===== src/rtl/instrCtrlPkg.sv =====
package instrCtrlPkg;

  localparam int OPCODE_W  = 6;
  localparam int FUNCT_W   = 6;
  localparam int ALU_OP_W  = 2;
  localparam int ALU_SEL_W = 4;

  // ALU class code passed from the first level to the second
  typedef enum logic [ALU_OP_W-1:0] {
    CLASS_ADDR = 2'b00,
    CLASS_CMP  = 2'b01,
    CLASS_FUNC = 2'b10,
    CLASS_RSVD = 2'b11
  } aluClass_t;

  // strobes handed from the control level to the datapath-facing outputs
  typedef struct packed {
    logic regDst;
    logic aluSrc;
    logic memToReg;
    logic regWrite;
    logic memRead;
    logic memWrite;
    logic branch;
  } ctrlStrobes_t;

  localparam ctrlStrobes_t STROBES_IDLE = '0;

endpackage


===== src/rtl/mainDecoder.sv =====
module mainDecoder
  import instrCtrlPkg::*;
#(
  parameter int                 OP_W     = OPCODE_W,
  parameter logic [OP_W-1:0]    OP_RTYPE = 6'h00,
  parameter logic [OP_W-1:0]    OP_LOAD  = 6'h23,
  parameter logic [OP_W-1:0]    OP_STORE = 6'h2B,
  parameter logic [OP_W-1:0]    OP_BEQ   = 6'h04
) (
  input  logic [OP_W-1:0] opcode,
  output ctrlStrobes_t    strobes,
  output aluClass_t       aluClass
);

  always_comb begin
    strobes  = STROBES_IDLE;
    aluClass = CLASS_ADDR;
    unique case (opcode)
      OP_RTYPE: begin
        strobes.regDst   = 1'b1;
        strobes.regWrite = 1'b1;
        aluClass         = CLASS_FUNC;
      end
      OP_LOAD: begin
        strobes.aluSrc   = 1'b1;
        strobes.memToReg = 1'b1;
        strobes.regWrite = 1'b1;
        strobes.memRead  = 1'b1;
        aluClass         = CLASS_ADDR;
      end
      OP_STORE: begin
        strobes.aluSrc   = 1'b1;
        strobes.memWrite = 1'b1;
        aluClass         = CLASS_ADDR;
      end
      OP_BEQ: begin
        strobes.branch   = 1'b1;
        aluClass         = CLASS_CMP;
      end
      default: begin
        strobes  = STROBES_IDLE;
        aluClass = CLASS_ADDR;
      end
    endcase
  end

endmodule


===== src/rtl/aluDecoder.sv =====
module aluDecoder
  import instrCtrlPkg::*;
#(
  parameter int FN_W      = FUNCT_W,
  parameter int SEL_W     = ALU_SEL_W,
  parameter bit USE_TABLE = 1'b0
) (
  input  aluClass_t         aluClass,
  input  logic [FN_W-1:0]   funct,
  output logic [SEL_W-1:0]  aluSel
);

  localparam logic [SEL_W-1:0] SEL_AND = SEL_W'(4'b0000);
  localparam logic [SEL_W-1:0] SEL_OR  = SEL_W'(4'b0001);
  localparam logic [SEL_W-1:0] SEL_ADD = SEL_W'(4'b0010);
  localparam logic [SEL_W-1:0] SEL_SUB = SEL_W'(4'b0110);
  localparam logic [SEL_W-1:0] SEL_SLT = SEL_W'(4'b0111);

  logic classHi;
  logic classLo;
  assign classHi = aluClass[1];
  assign classLo = aluClass[0];

  generate
    if (USE_TABLE) begin : gTable
      always_comb begin
        unique case (aluClass)
          CLASS_ADDR: aluSel = SEL_ADD;
          CLASS_CMP:  aluSel = SEL_SUB;
          default: begin
            unique case (funct)
              FN_W'(6'h20): aluSel = SEL_ADD;
              FN_W'(6'h22): aluSel = SEL_SUB;
              FN_W'(6'h24): aluSel = SEL_AND;
              FN_W'(6'h25): aluSel = SEL_OR;
              FN_W'(6'h2A): aluSel = SEL_SLT;
              default:      aluSel = SEL_ADD;
            endcase
          end
        endcase
      end
    end else begin : gEquations
      logic [3:0] eqSel;
      always_comb begin
        eqSel[3] = 1'b0;
        eqSel[2] = classLo | (classHi & funct[1]);
        eqSel[1] = ~classHi | ~funct[2];
        eqSel[0] = classHi & (funct[3] | funct[0]);
      end
      if (SEL_W > 4) begin : gPad
        assign aluSel = {{(SEL_W-4){1'b0}}, eqSel};
      end else begin : gNoPad
        assign aluSel = eqSel[SEL_W-1:0];
      end
    end
  endgenerate

endmodule


===== src/rtl/instrCtrlDecoder.sv =====
module instrCtrlDecoder
  import instrCtrlPkg::*;
#(
  parameter bit ALU_USE_TABLE = 1'b0
) (
  input  logic [5:0] opcode,
  input  logic [5:0] funct,
  output logic       regDst,
  output logic       aluSrc,
  output logic       memToReg,
  output logic       regWrite,
  output logic       memRead,
  output logic       memWrite,
  output logic       branch,
  output logic [1:0] aluOp,
  output logic [3:0] aluCtrl
);

  ctrlStrobes_t strobes;
  aluClass_t    aluClass;

  mainDecoder uMain (
    .opcode   (opcode),
    .strobes  (strobes),
    .aluClass (aluClass)
  );

  aluDecoder #(.USE_TABLE(ALU_USE_TABLE)) uAlu (
    .aluClass (aluClass),
    .funct    (funct),
    .aluSel   (aluCtrl)
  );

  assign regDst   = strobes.regDst;
  assign aluSrc   = strobes.aluSrc;
  assign memToReg = strobes.memToReg;
  assign regWrite = strobes.regWrite;
  assign memRead  = strobes.memRead;
  assign memWrite = strobes.memWrite;
  assign branch   = strobes.branch;
  assign aluOp    = aluClass;

endmodule


===== config.mk =====
export PLATFORM = sky130hd
export DESIGN_NAME = instrCtrlDecoder
export DESIGN_NICKNAME = d
export VERILOG_FILES = /design/src/rtl/instrCtrlPkg.sv /design/src/rtl/mainDecoder.sv /design/src/rtl/aluDecoder.sv /design/src/rtl/instrCtrlDecoder.sv
export SDC_FILE = /design/constraint.sdc
export NUM_CORES = 1
export LEC_CHECK = 0
export ABC_AREA = 1
export BUFFER_PORTS_ARGS = -buffer_cell sky130_fd_sc_hd__buf_2
export CORE_AREA = 2 2 39 41
export DETAILED_ROUTE_END_ITERATION = 10
export DIE_AREA = 0 0 41 43
export PLACE_DENSITY_LB_ADDON = 0.05
export SLEW_MARGIN = 5
export SYNTH_ARGS = -nofsm -noshare
export SYNTH_HDL_FRONTEND = slang
export SYNTH_SLANG_ARGS = --single-unit

===== constraint.sdc =====
create_clock -name vclk -period 1.1
set_input_delay 0.165 -clock vclk [all_inputs]
set_output_delay 0.165 -clock vclk [all_outputs]
set_load 0.01 [all_outputs]

Yosys cells after proc, flatten, opt, wreduce, memory -nomap -nowiden
Index checks and enable logic that the tools add are counted.
{ "totals": {"ff_bits": 0, "out_inout_bits": 13} }
{ "classes": {"n_eq_ne": 3, "mux": 7, "bitwise_logic": 7, "reduce_logical": 3} }
{ "ops": {"columns": ["cell", "count"], "rows": [
  ["6-bit equality test, second input constant", 2],
  ["6-bit by 3-bit equality test with 1-bit output, second input constant", 1],
  ["6-bit zero test", 1],
  ["1-bit 2-to-1 mux", 6],
  ["2-bit case mux with 2 select lines", 1],
  ["2-bit OR reduction", 2],
  ["1-bit OR", 3],
  ["1-bit AND", 2],
  ["1-bit NOT", 2]
]} }

Longest topological paths before layout
{ "depth": {"word_depth": 4, "depth_mapped": 6, "ltp_nobuf": 5} }

Modules after synthesis
A second synthesis with hierarchy kept.
{ "hier_totals": {"hier_cells": 32, "hier_area_um2": 136.4} }
{ "by_module_without_submodules": {"columns": ["module", "instances", "cells_per_inst", "area_each_um2"], "rows": [
  ["mainDecoder", 1, 23, 98.8],
  ["aluDecoder", 1, 9, 37.5]
]} }

Least setup slack after synthesis
Ideal clock, no wire load.
{ "synth_path": {"path_type": "input port to output port", "from": "input port opcode[2]", "to": "output port memToReg", "arrival_time_ns": 0.754, "slack_ns": 0.181, "stages": 6, "path_cell_list": "inv_1 > nand3_1 > nor2_2 > nand2_1 > inv_1 > buf_4"} }
{ "synth_via": {"elab_chain_len": 2} }
{ "synth_rtl": {"columns": ["item", "line", "text"], "rows": [
  ["from (decl)", "instrCtrlDecoder.sv:6", "input logic [5:0] opcode,"],
  ["6-bit equality test", null, null],
  ["1-bit 2-to-1 mux", null, null],
  ["to (decl)", "instrCtrlDecoder.sv:10", "output logic memToReg,"]
]} }
No other way between the ends.

Final worst setup path
{ "layout_path": {"from": "input port opcode[0]", "to": "output port aluCtrl[1]"} }
{ "layout_via": {"elab_chain_len": 4, "elab_cells_between_ends": 5, "cone_classes": "1 x eq/ne; 1 x mux; 2 x bitwise; 1 x reduce/logical"} }
{ "layout_rtl": {"columns": ["item", "line", "text"], "rows": [
  ["6-bit by 3-bit equality test with 1-bit output or 6-bit zero test (tied branches)", "mainDecoder.sv:18", "unique case (opcode)"],
  ["2-bit case mux with 2 select lines *", "mainDecoder.sv:18", null],
  ["1-bit NOT *", "aluDecoder.sv:47", "eqSel[1] = ~classHi | ~funct[2];"],
  ["1-bit OR *", "aluDecoder.sv:47", null],
  ["to (decl)", "instrCtrlDecoder.sv:16", "output logic [3:0] aluCtrl"]
]} }
Mark *: on every way between the ends. The rest lies on a longest branch, timed or not.

==> out/results.ini <==
[floorplan]
start_util=0.09674
io_pins=25
coreArea_um2=1384
chipHeight_um=43
dieArea_um2=1763
die_w_um=41
placementRows=14

[sta]
final-setup-viol-count=0
slew_violations=0
min_period_ps=969.3
hold_viol_final=0
fin_crit_sh=0.8812
fmax_ghz=1.032
rsz0062_at_grt=false
fin_setup_tns_ps=0

[layout]
diodes=0
drive_above_1_share=0.5870
area_growth_pct=80.37
seq_cells=0
ff_latch_area_um2=0
nClkBuffers=0
final_nets=60

[synthesis]
yosysMostFrequentCell=inv_1
syn_inst=27
synth.area.top_cells=buf_4 (17%), inv_1 (17%), nand2_1 (14%)
syn_nets=39
ys_seq_area_frac=0
synth_area_um2=133.9
ys_warn_count=0
synth_cell_types=11
synthTopCellsByCount=inv_1 (6), nand2_1 (5), buf_4 (3), nor2_1 (3), nor2_2 (3)
post_synth.cell_area_avg_um2=4.958
synth_top_area_share=0.1682
synth_area_leader_cell=buf_4

[global_route]
grt_overflow=0
first_global_vias=183
grt_pass1_wl_um=731
grt.total_usage=0.05395
grt_max_degree=5
grt_antenna_before_repair=0

[power]
power_w=0.00004742
power_density_nw_per_um2=196.4
ir_drop_uv=42.08
leakage_nw=0.1930

[detailed_routing]
routed_wl_um=408
route.detailed.drc=0
vias=207
ant_nets=0
wl_per_cell_um=6.581
avgViaCountPerCell=3.339
drt_iter0_markers=0
first_pass_iters=1

[setup_path]
endpoint_kind=output pin
critPathCapture=aluCtrl[1]
crit_fanout=4
crit_start=opcode[0]
crit_arrival_ps=800
cp-start-kind=primary input
worstPathRequired_ps=940
crit_type=primary input to output pin

[status]
status=completed

[min_path]
worstHoldPathType=primary input to output pin

[job]
cap_violations=0

[placement]
dp_hpwl_um=410.9
port_buffers=22
gp_congestion=0.6282

[cts]
hold_buffers=0
cts_setup_buffers=0
cts_resized=0

[kinds of logic after synthesis]
kind of cell,count (synthesis),synth area share
buffers and inverters,10,0.3644
and+or+nand+nor,16,0.6074
other,1,0.02801
[placed cells by master (no fill, tap or decap), types with 2 or more instances in the layout]
| cell type | netlist | layout |
|---|---|---|
| inv_1 | 6 | 6 |
| nor2_2 | 3 | 3 |
| nor2_1 | 3 | 3 |
| nand2_1 | 5 | 5 |
| nand4_1 | 2 | 2 |
| buf_2 | 0 | 22 |
[cell type report]
cell class / instances / area, µm²
multi-input cells: 17 / 85.08
repair buffers: 22 / 110.1
well taps: 16 / 20.02
fillers: 176 / 1142
inverters: 7 / 26.28
[worst max-delay path, stage by stage]
cell and delay (ps):
buf_2 110, nor2_2 150, nand3_2 130, inv_2 70
nand2_1 40, buf_2 130
[report_power, final]
group	internal, W	leakage, nW	total [W]	switching, W
combinational	0.0000214	0.193	0.0000474	0.0000260
sequential	0	0	0	0
clock	0	0	0	0
total	0.0000214	0.193	0.0000474	0.0000260
[layer usage]
layer / up-vias / global-route usage / part of all wire / wire (µm)
met5: - / 0 / 0 / 0
met3: 0 / 0 / 0.11 / 44
li1: 114 / - / - / -
met4: 0 / 0 / 0 / 0
met1: 82 / 0.07911 / 0.40 / 165
met2: 11 / 0.09063 / 0.49 / 199
[stage by stage]
stage | utilization | std cells | hold slack (ps) | worst slack (ps) | area, µm²
after detailed placement | 0.1745 | 62 | 570.9 | 116.6 | 241.5
after floorplan | - | 27 | 401.4 | 180.9 | 133.9
after CTS | 0.1745 | 62 | 571.4 | 115.6 | 241.5
final | 0.1745 | 62 | 569.5 | 130.7 | 241.5
after global placement | 0.1745 | 62 | 567.6 | 128.5 | 241.5
after global routing | 0.1745 | 62 | 603.7 | 18.19 | 241.5
[worst min-delay path by stage]
stage               cells after the start          to  slack (ps)     start
floorplan                               1  aluCtrl[1]         400  funct[2]
global placement                        3  aluCtrl[1]         570  funct[2]
detailed placement                      3  aluCtrl[1]         570  funct[2]
CTS                                     3  aluCtrl[1]         570  funct[2]
global route                            3  aluCtrl[1]         600  funct[2]
finish                                  3  aluCtrl[1]         570  funct[2]
Power figures use the tool's default switching activity.
